--- src/rtl/memirq_scan.sv ---
module memirq_scan #(
  parameter int NU     = 4,
  parameter int OW     = 6,
  parameter int IW     = 2,
  parameter int AW     = 16,
  parameter int RD_LAT = 2
) (
  input  logic             clk,
  input  logic             rst_n,
  input  logic             irq,
  input  logic             region_valid,
  input  logic             per_inst,
  input  logic [AW-1:0]    region_base,
  input  logic [NU-1:0]    unit_en,
  input  logic [NU*OW-1:0] unit_off,
  input  logic [NU*IW-1:0] unit_inst,
  input  logic [3:0]       eng_bit,
  input  logic [OW-1:0]    prim_off,
  input  logic [OW-1:0]    sec_off,
  input  logic             sec_present,
  input  logic [3:0]       ctl_bit,
  output logic             mem_req,
  output logic             mem_we,
  output logic [AW-1:0]    mem_addr,
  output logic [7:0]       mem_wdata,
  input  logic [7:0]       mem_rdata,
  output logic [NU-1:0]    unit_hit,
  output logic             prim_hit,
  output logic             sec_hit,
  output logic             busy,
  output logic             err_flag,
  output logic [7:0]       err_value,
  output logic [AW-1:0]    err_addr,
  input  logic             err_ack
);
  localparam int XW      = $clog2(NU + 3);
  localparam int CW      = $clog2(RD_LAT + 1);
  localparam int SRC_OFS = 1024;
  localparam logic [XW-1:0] IDX_PRIM = XW'(NU);
  localparam logic [XW-1:0] IDX_SEC  = XW'(NU + 1);
  localparam logic [XW-1:0] IDX_END  = XW'(NU + 2);

  typedef enum logic [2:0] {IDLE, PICK, SRD, SWT, SCLR, TRD, TWT, TCLR} st_t;

  st_t           st;
  logic [XW-1:0] idx;
  logic [CW-1:0] cnt;
  logic [AW-1:0] addr;
  logic          pend;

  logic [OW-1:0] cur_off;
  logic [IW-1:0] cur_inst;
  logic [3:0]    cur_bit;
  logic          cur_ok;

  always_comb begin
    cur_off  = prim_off;
    cur_inst = '0;
    cur_bit  = ctl_bit;
    cur_ok   = (idx == IDX_PRIM);
    if (idx == IDX_SEC) begin
      cur_off = sec_off;
      cur_ok  = sec_present;
    end
    for (int i = 0; i < NU; i++) begin
      if (idx == XW'(i)) begin
        cur_off  = unit_off[i*OW +: OW];
        cur_inst = per_inst ? unit_inst[i*IW +: IW] : '0;
        cur_bit  = eng_bit;
        cur_ok   = unit_en[i];
      end
    end
  end

  wire [AW-1:0] page     = region_base + (AW'(cur_inst) << 12);
  wire [AW-1:0] src_addr = page + AW'(SRC_OFS) + AW'(cur_off);
  wire [AW-1:0] sta_addr = page + (AW'(cur_off) << 4) + AW'(cur_bit);
  wire          rd_done  = (cnt == CW'(RD_LAT - 1));
  wire          got      = (mem_rdata != 8'h00);
  wire          capture  = (st == SWT || st == TWT) && rd_done;

  always_ff @(posedge clk or negedge rst_n) begin
    if (!rst_n) begin
      st   <= IDLE;
      idx  <= '0;
      cnt  <= '0;
      addr <= '0;
      pend <= 1'b0;
    end else begin
      if (irq && st != IDLE) pend <= 1'b1;
      case (st)
        IDLE: if (irq && region_valid) begin
          st  <= PICK;
          idx <= '0;
        end
        PICK: begin
          if (idx == IDX_END) begin
            pend <= 1'b0;
            if ((pend || irq) && region_valid) idx <= '0;
            else st <= IDLE;
          end else if (cur_ok) begin
            addr <= src_addr;
            st   <= SRD;
          end else begin
            idx <= idx + 1'b1;
          end
        end
        SRD, TRD: begin
          cnt <= '0;
          st  <= (st == SRD) ? SWT : TWT;
        end
        SWT, TWT: begin
          if (!rd_done) cnt <= cnt + 1'b1;
          else if (got) st <= (st == SWT) ? SCLR : TCLR;
          else begin
            st  <= PICK;
            idx <= idx + 1'b1;
          end
        end
        SCLR: begin
          addr <= sta_addr;
          st   <= TRD;
        end
        TCLR: begin
          st  <= PICK;
          idx <= idx + 1'b1;
        end
        default: st <= IDLE;
      endcase
    end
  end

  always_ff @(posedge clk or negedge rst_n) begin
    if (!rst_n) begin
      err_flag  <= 1'b0;
      err_value <= '0;
      err_addr  <= '0;
    end else if (capture && got && mem_rdata != 8'hFF && !err_flag) begin
      err_flag  <= 1'b1;
      err_value <= mem_rdata;
      err_addr  <= addr;
    end else if (err_ack) begin
      err_flag <= 1'b0;
    end
  end

  assign busy      = (st != IDLE);
  assign mem_req   = (st == SRD) || (st == TRD) || (st == SCLR) || (st == TCLR);
  assign mem_we    = (st == SCLR) || (st == TCLR);
  assign mem_addr  = addr;
  assign mem_wdata = 8'h00;

  for (genvar g = 0; g < NU; g++) begin : g_hit
    assign unit_hit[g] = (st == TCLR) && (idx == XW'(g));
  end
  assign prim_hit = (st == TCLR) && (idx == IDX_PRIM);
  assign sec_hit  = (st == TCLR) && (idx == IDX_SEC);
endmodule


--- config.mk ---
export PLATFORM = sky130hd
export DESIGN_NAME = memirq_scan
export DESIGN_NICKNAME = d
export VERILOG_FILES = /design/src/rtl/memirq_scan.sv
export SDC_FILE = /design/constraint.sdc
export NUM_CORES = 1
export LEC_CHECK = 0
export BUFFER_PORTS_ARGS = -buffer_cell sky130_fd_sc_hd__buf_2
export CORE_MARGIN = 2
export CORE_UTILIZATION = 51
export DETAILED_ROUTE_END_ITERATION = 10
export MAX_ROUTING_LAYER = met4
export PLACE_DENSITY = 0.86
export SYNTH_ARGS = -nofsm -noshare
export SYNTH_HDL_FRONTEND = slang
export SYNTH_SLANG_ARGS = --single-unit
--- constraint.sdc ---
create_clock -name clk -period 4.95 [get_ports clk]
set_input_delay 0.7425 -clock clk [delete_from_list [all_inputs] [get_ports clk]]
set_output_delay 0.7425 -clock clk [all_outputs]
set_load 0.02 [all_outputs]
==> run summary, run 1 <==
internal power - 1.67 mW
most used routing layer - met2
met1 GRT Util - 0.328
Crit Path Category - reg -> reg
final setup violation count - 0
first-pass GRT wire length - 17.1 mm
mapped cell area - 0.00405 mm2
Pre-antenna DRT Iters - 5
routed via count - 3841
clk buf depth - 2
vias per inst - 5.61
cts hold-fix bufs - 0
top cells by count, synth - nand2_1, dfrtp_1, o21ai_0
class of the worst hold path - reg -> reg
Die Wd - 93.1 um
worst path cell trace - inv_1 -> ha_1 -> nor3_1 -> o21bai_1 -> mux2_2 -> ha_1 -> fa_1 -> a211oi_1 -> o21bai_1 -> o21ai_0 -> o211ai_1 -> xor2_1 -> mux2_2
layout cells sized above 1 - 0.283
hold slack final - 0.491 ns
DRT iter0 DRCs - 217
worst hold path depth - 1
Post-Syn Area per Cell - 8.85 um2
headroom to the max-slew limit - 0.263
Layout Area Growth over Synthesis - 19.6%
antenna cells - 0
initial antenna violation count - 0
design area - 0.00484 mm2
Yosys reg bits - 50
DIE AREA - 0.00866 mm2
die height - 93.1 um
TritonCTS clock tree - yes
Max VDD drop - 0.000287 V
number of flops mapped to enable cells by yosys - 0
setup_tns - 0 ns
slowest stage delay, CP - 0.49 ns
met2 global-route usage - 0.415
CP Capture Type - flop
nets - 699
gpl congestion - 0.866
Initial Util - 0.526
met3 Use GR - 0.0274
final core occ - 0.629
crit path max fanout - 12
worst-skew pair later-pin latency - 0.30 ns
sequential share of the synthesized area - 0.309
# H-tree levels - 2
Avg WL per Cell - 15.4 um
number of remaining DRC errors - 0
power density over the cells - 697 mW/mm2
total grt overflow - 0
slowest cell on the critical path - ha_1
Tcrit/Tclk final - 0.801
io pins - 145
port buffer count - 136
sw frac - 0.504
sw power - 1.70 mW
Final Hold Viols - 0
max_cap viols - 0
largest net degree at the start of global routing - 51
library cell with the highest instance count after synthesis - nand2_1
CTS Root Cell - clkbuf_8
Leakage - 2.33 nW
Worst R2R Start - idx[0]$_DFFE_PN0P_
Worst path top cell family by delay - compound AO/OA/AOI/OAI gates
Site Rows - 32
combinational share of power - 0.694
main flop type after synthesis - dfrtp_1
Clk pwr share - 0.070
reg2reg end - mem_addr[12]$_DFFE_PN0P_
CP arrival - 4.16 ns
sequential share of power - 0.235
HPWL after DPL - 8.38 mm
placed cell areas - 0.00475 mm2
post-CTS setup buffers - 0
Worst Path Required - 5.15 ns
Synth Instances - 457
Worst Skew - 0.00676 ns
clk sinks - 50
Num CTS Buffers - 5
number of global-route vias before repair - 3589
Tot Pwr - 3.37 mW
Slew Limit Fails - 0
main area contributors after synthesis - dfrtp_1, ha_1, mux2_1, nand2_1, o21ai_0
status - completed
R2R cell count - 13
Synth Warn # - 0
gr usage total - 0.249
RSZ-0062 raised after global routing - no
Distinct cells, synth - 53
Max Freq - 252 MHz
antenna-violating nets left - 0
# fillers - 680
Hold Startpoint - err_addr[4]$_DFFE_PN0P_
ys async rst share - 1.00
minimum clock period - 3.97 ns
clock slew at reported path FFs - 0.09 ns
area share of the largest cell type after synthesis - 0.309
Hold Path End - err_addr[4]$_DFFE_PN0P_
register-to-register setup slack - 0.98 ns
routed wire length - 10.6 mm
core box area - 0.00769 mm2
Worst-Margin Slew - 1.11 ns
Resized Gates After CTS - 0
startpoint types - flop
post-synth top area cell - dfrtp_1
CP bufs+invs - 1
## how the worst max path moves through the flow
stage	start	end	slack (ns)	depth (start not counted)
6_report	idx[0]$_DFFE_PN0P_	mem_addr[12]$_DFFE_PN0P_	0.98	13
2_1_floorplan	idx[2]$_DFFE_PN0P_	mem_addr[14]$_DFFE_PN0P_	1.32	14
3_3_place_gp	idx[0]$_DFFE_PN0P_	mem_addr[14]$_DFFE_PN0P_	1.19	13
4_1_cts	idx[0]$_DFFE_PN0P_	mem_addr[12]$_DFFE_PN0P_	1.01	13
3_5_place_dp	idx[0]$_DFFE_PN0P_	mem_addr[12]$_DFFE_PN0P_	1.04	13
5_1_grt	idx[0]$_DFFE_PN0P_	mem_addr[11]$_DFFE_PN0P_	0.65	15
## final cells by class
cell class | instances | area, um2 | area share
Multi-Input combinational cell | 374 | 2620 | 0.541
Sequential cell | 50 | 1250 | 0.259
Timing Repair Buffer | 140 | 711 | 0.147
Tap cell | 102 | 128 | 0.0264
Clock buffer | 5 | 68.8 | 0.0142
Inverter | 11 | 41.3 | 0.00853
Clock inverter | 3 | 21.3 | 0.00440
## layer usage
metal,part of all wire,vias up
met3,0.046,14
met1,0.44,1806
met4,0.017,0
li1,-,1889
met2,0.50,132
met5,0,-
## cells in the final DEF (no fill, tap or decap), drive strengths merged, types with 8 or more instances in the layout
cell and n:
nor2 30, xnor2 10, a21oi 28, mux2i 14, mux2 33, conb 8
o21ai 40, xor2 8, and3 12, o21a 8, ha 27, inv 11
dfrtp 50, nor3 9, nand2 53, nand2b 9, buf 140
## power by group through the flow
stage | sequential, mW | combinational (mW) | clock, mW
after floorplan | 0.936 | 1.57 | 0
final | 0.794 | 2.34 | 0.238
after global routing | 0.824 | 2.58 | 0.256
after global placement | 0.784 | 2.23 | 0
after detailed placement | 0.799 | 2.31 | 0
after CTS | 0.792 | 2.33 | 0.241
## cells by family (layout without fill, tap and decap cells)
family / count (synthesis) / after routing / share of synthesized area
AO/OA/AOI/OAI: 124 / 124 / 0.194
XOR/XNOR: 18 / 18 / 0.0390
adder cells (fa/ha/maj): 32 / 32 / 0.103
buffers and inverters: 40 / 159 / 0.0501
flip-flops: 50 / 50 / 0.309
multiplexers: 47 / 47 / 0.128
other: 1 / 8 / 0.000927
AND/OR/NAND/NOR: 145 / 145 / 0.175
## flip-flops by register name (all words and copies together) (netlist names)
register and cells:
cnt 2, err_addr 16, err_flag 1, err_value 8, idx 3, mem_addr 16
pend 1, st 3
## through the flow
stage,setup WS (ns),cells
final,0.983,685
after global routing,0.650,685
after CTS,1.01,685
after detailed placement,1.04,677
after global placement,1.19,677
after floorplan,1.32,464
No activity file was read; power rests on OpenSTA's default activity.
==> run 2, diff against run 1 <==
Settings changed: CORE_UTILIZATION 51 to 46, PLACE_DENSITY 0.86 to 0.82.
Clock period 4.95 ns to 3.6 ns, I/O delays scaled along.
==> run summary, run 2 (synthesis gave the netlist of run 1 again) <==
CP Capture Type - flop
combinational share of power - 0.701
antenna-violating nets left - 0
largest net degree at the start of global routing - 51
antenna cells - 0
clock slew at reported path FFs - 0.09 ns
# fillers - 803
power density over the cells - 967 mW/mm2
worst-skew pair later-pin latency - 0.30 ns
Tcrit/Tclk final - 0.947
Max Freq - 293 MHz
Worst-Margin Slew - 1.07 ns
pre-CTS WS - -0.0893 ns
placed cell areas - 0.00483 mm2
cts hold-fix bufs - 0
minimum clock period - 3.41 ns
Clk pwr share - 0.071
clk buf depth - 2
die height - 97.8 um
TritonCTS clock tree - yes
port buffer count - 136
max_cap viols - 0
Critical Path Sink - mem_addr[14]$_DFFE_PN0P_
total grt overflow - 0
DIE AREA - 0.00956 mm2
class of the worst hold path - in -> async
clk sinks - 50
commonest non-fill, non-tap cell in the layout - buf_2
first-pass GRT wire length - 17.4 mm
number of global-route vias before repair - 3673
Slew Limit Fails - 0
Worst Path Required - 3.80 ns
gr usage total - 0.226
DRT iter0 DRCs - 265
internal power - 2.45 mW
gpl congestion - 0.922
placed cell count - 693
register-to-register setup slack - 0.19 ns
Max VDD drop - 0.000405 V
Num CTS Buffers - 5
RSZ-0062 raised after global routing - yes
vias per inst - 5.56
io pins - 145
sequential share of power - 0.228
HPWL after DPL - 8.67 mm
crit path launch - idx[1]$_DFFE_PN0P_
Leakage - 2.39 nW
Worst R2R Start - idx[1]$_DFFE_PN0P_
setup_tns - 0 ns
final core occ - 0.575
Pre-antenna DRT Iters - 4
sw frac - 0.490
CTS Root Cell - clkbuf_8
Final Hold Viols - 0
startpoint types - flop
R2R cell count - 16
crit path max fanout - 10
Post-Layout Cell Count - 702
routed via count - 3906
Avg WL per Cell - 15.3 um
CP arrival - 3.61 ns
Site Rows - 34
nets - 710
hold slack final - 0.422 ns
Die Wd - 97.8 um
routed wire length - 10.7 mm
number of remaining DRC errors - 0
Initial Util - 0.468
Layout Area Growth over Synthesis - 22.7%
commonest cells after routing, fill and taps aside - buf_2, nand2_1, dfrtp_1
headroom to the max-slew limit - 0.284
design area - 0.00496 mm2
reg2reg end - mem_addr[14]$_DFFE_PN0P_
core box area - 0.00864 mm2
status - completed
sw power - 2.35 mW
final setup violation count - 0
Tot Pwr - 4.80 mW
# H-tree levels - 2
layout cells sized above 1 - 0.303
initial antenna violation count - 0
Worst Setup Slack, final - 0.191 ns
Crit Path Category - reg -> reg
Worst Skew - 0.00816 ns
## run 2: layer usage
layer / GRT usage / routed length, um / vias to the layer above
met3: 0.0251 / 502 / 18
met1: 0.295 / 4650 / 1855
met5: - / 0 / -
met4: 0.0684 / 236 / 0
met2: 0.374 / 5350 / 130
li1: - / - / 1903
## run 2: critical path: stages (launching register included)
cell and delay, ns:
dfrtp_1 0.44, inv_2 0.10, ha_2 0.20, buf_4 0.17
inv_1 0.08, and3_1 0.18, a21oi_1 0.10, o21ai_0 0.08
a22oi_1 0.34, nor2b_1 0.09, ha_1 0.20, inv_1 0.07
fa_1 0.45, nor2_1 0.24, o221ai_2 0.15, xnor2_1 0.15
mux2_4 0.26
## run 2: repair_timing
action | 4_1_cts | 5_1_grt
pin swaps | 0 | 2
endpoints found under the hold margin | 0 | 0
gates resized for setup | 1 | 12
cloned | 0 | 0
setup endpoints to repair | 3 | 10
buffers inserted | 0 | 1
## run 2: worst min path at each step
stage	startpoint	end	slack, ns	depth (start not counted)
after floorplan	rst_n	cnt[0]$_DFFE_PN0P_	0.24	0
after global placement	err_value[7]$_DFFE_PN0P_	err_value[7]$_DFFE_PN0P_	0.46	1
after detailed placement	err_addr[2]$_DFFE_PN0P_	err_addr[2]$_DFFE_PN0P_	0.47	1
after CTS	rst_n	err_addr[9]$_DFFE_PN0P_	0.47	1
after global routing	mem_rdata[6]	err_value[6]$_DFFE_PN0P_	0.49	2
final	rst_n	err_addr[9]$_DFFE_PN0P_	0.42	1
## run 2: layout make-up
| cell class | instances | area, um2 | share of cell area |
|---|---|---|---|
| inverters | 11 | 41.3 | 0.00832 |
| well taps | 108 | 135 | 0.0272 |
| multi-input cells | 374 | 2640 | 0.531 |
| clock inverters | 2 | 12.5 | 0.00252 |
| repair buffers | 151 | 806 | 0.162 |
| flip-flops and latches | 50 | 1250 | 0.252 |
| clock buffers | 6 | 82.6 | 0.0166 |
## run 2: power groups by stage
stage               clock network [mW]  logic (mW)  registers [mW]
floorplan                            0        2.15            1.29
finish                           0.340        3.37            1.09
global route                     0.370        3.70            1.14
CTS                              0.345        3.30            1.09
detailed placement                   0        3.27            1.11
global placement                     0        3.17            1.08
==> run 3, diff against run 2 <==
Settings changed: CELL_PAD_IN_SITES_DETAIL_PLACEMENT set to 1, CELL_PAD_IN_SITES_GLOBAL_PLACEMENT set to 1, CORE_UTILIZATION 46 to 33, MAX_ROUTING_LAYER met4 to unset, PLACE_DENSITY 0.82 to 0.81.
==> run summary, run 3 (synthesis gave the netlist of run 1 again) <==
status - completed
startpoint types - flop
Leakage - 2.43 nW
Slew Limit Fails - 0
placed cell count - 730
placed cell areas - 0.00486 mm2
Num CTS Buffers - 5
headroom to the max-slew limit - 0.241
layout cells sized above 1 - 0.314
routed via count - 3912
Worst Path Required - 3.77 ns
Site Rows - 40
Layout Area Growth over Synthesis - 26.4%
port buffer count - 136
Worst Skew - 0.00837 ns
Max VDD drop - 0.000309 V
Worst-Margin Slew - 1.14 ns
R2R cell count - 17
gr usage total - 0.188
first-pass GRT wire length - 20.1 mm
Post-Layout Cell Count - 743
antenna-violating nets left - 0
Die Wd - 115 um
nets - 712
number of remaining DRC errors - 0
reg2reg end - mem_addr[14]$_DFFE_PN0P_
worst-skew pair later-pin latency - 0.29 ns
CP arrival - 3.61 ns
clock slew at reported path FFs - 0.07 ns
# H-tree levels - 2
DRT iter0 DRCs - 100
Max Freq - 291 MHz
commonest cells after routing, fill and taps aside - buf_2, nand2_1, dfrtp_1
HPWL after DPL - 10.0 mm
Avg WL per Cell - 16.9 um
Crit Path Category - reg -> reg
Tcrit/Tclk final - 0.955
cts hold-fix bufs - 0
crit path launch - idx[1]$_DFFE_PN0P_
TritonCTS clock tree - yes
Pre-antenna DRT Iters - 4
CTS Root Cell - clkbuf_16
final setup violation count - 0
RSZ-0062 raised after global routing - yes
clk sinks - 50
total grt overflow - 0
die height - 115 um
minimum clock period - 3.44 ns
power density over the cells - 1000 mW/mm2
Initial Util - 0.337
final core occ - 0.426
core box area - 0.0120 mm2
antenna cells - 0
DIE AREA - 0.0132 mm2
Tot Pwr - 5.12 mW
crit path max fanout - 11
CP Capture Type - flop
clk buf depth - 2
design area - 0.00511 mm2
routed wire length - 12.6 mm
max_cap viols - 0
commonest non-fill, non-tap cell in the layout - buf_2
class of the worst hold path - in -> async
Critical Path Sink - mem_addr[14]$_DFFE_PN0P_
largest net degree at the start of global routing - 51
vias per inst - 5.27
setup_tns - 0 ns
Worst R2R Start - idx[1]$_DFFE_PN0P_
register-to-register setup slack - 0.16 ns
gpl congestion - 0.852
Final Hold Viols - 0
number of global-route vias before repair - 4013
io pins - 145
initial antenna violation count - 0
==> run 3: worst max-delay path, stage by stage (launching register included) <==
cell      delay [ns]
dfrtp_1         0.42
inv_1           0.10
ha_1            0.16
buf_6           0.16
mux2i_1         0.20
nor2_1          0.06
a21oi_1         0.10
o21ai_0         0.08
o21ai_1         0.13
o21ai_1         0.10
ha_2            0.21
fa_1            0.41
a21o_1          0.19
and4_1          0.26
o21a_1          0.21
o221ai_2        0.18
xnor2_1         0.10
mux2_4          0.26
==> run 3: how the worst min path moves through the flow <==
stage                     slack, ns                startpoint  depth (start not counted)                       end
after floorplan                0.24                     rst_n                          0        cnt[0]$_DFFE_PN0P_
after global placement         0.46  err_addr[10]$_DFFE_PN0P_                          1  err_addr[10]$_DFFE_PN0P_
after detailed placement       0.48  err_value[6]$_DFFE_PN0P_                          1  err_value[6]$_DFFE_PN0P_
after CTS                      0.49  err_value[6]$_DFFE_PN0P_                          1  err_value[6]$_DFFE_PN0P_
after global routing           0.50              mem_rdata[0]                          2  err_value[0]$_DFFE_PN0P_
final                          0.48                     rst_n                          1   err_addr[9]$_DFFE_PN0P_
==> run 3: through the flow <==
stage | setup WS (ns) | hold slack [ns]
after floorplan | 0.0163 | 0.244
after global placement | 0.172 | 0.464
after detailed placement | -0.0169 | 0.478
after CTS | 0.00290 | 0.494
after global routing | -0.130 | 0.501
final | 0.161 | 0.476
==> run 3: routing by layer <==
metal	vias up	track usage	part of all wire
met3	11	0.0132	0.039
met1	1883	0.251	0.45
met4	0	0.0337	0.010
met5	-	0	0
met2	111	0.338	0.50
li1	1907	-	-
==> run 3: report_power, final <==
part           switching (mW)  internal, mW
registers               0.266         0.845
clock network           0.208         0.328
logic                    2.01          1.46
==> run 3: cell type report <==
type | instances | area, um2
Sequential cell | 50 | 1250
Clock buffer | 6 | 129
Tap cell | 147 | 184
Clock inverter | 2 | 37.5
Fill cell | 1487 | 6900
Inverter | 11 | 41.3
Timing Repair Buffer | 153 | 816
Multi-Input combinational cell | 374 | 2650
==> run 3: timing repair <==
item | 4_1_cts | 5_1_grt
buffers inserted | 0 | 5
gates resized for setup | 1 | 18
setup endpoints to repair | 1 | 10
pin swaps | 0 | 6
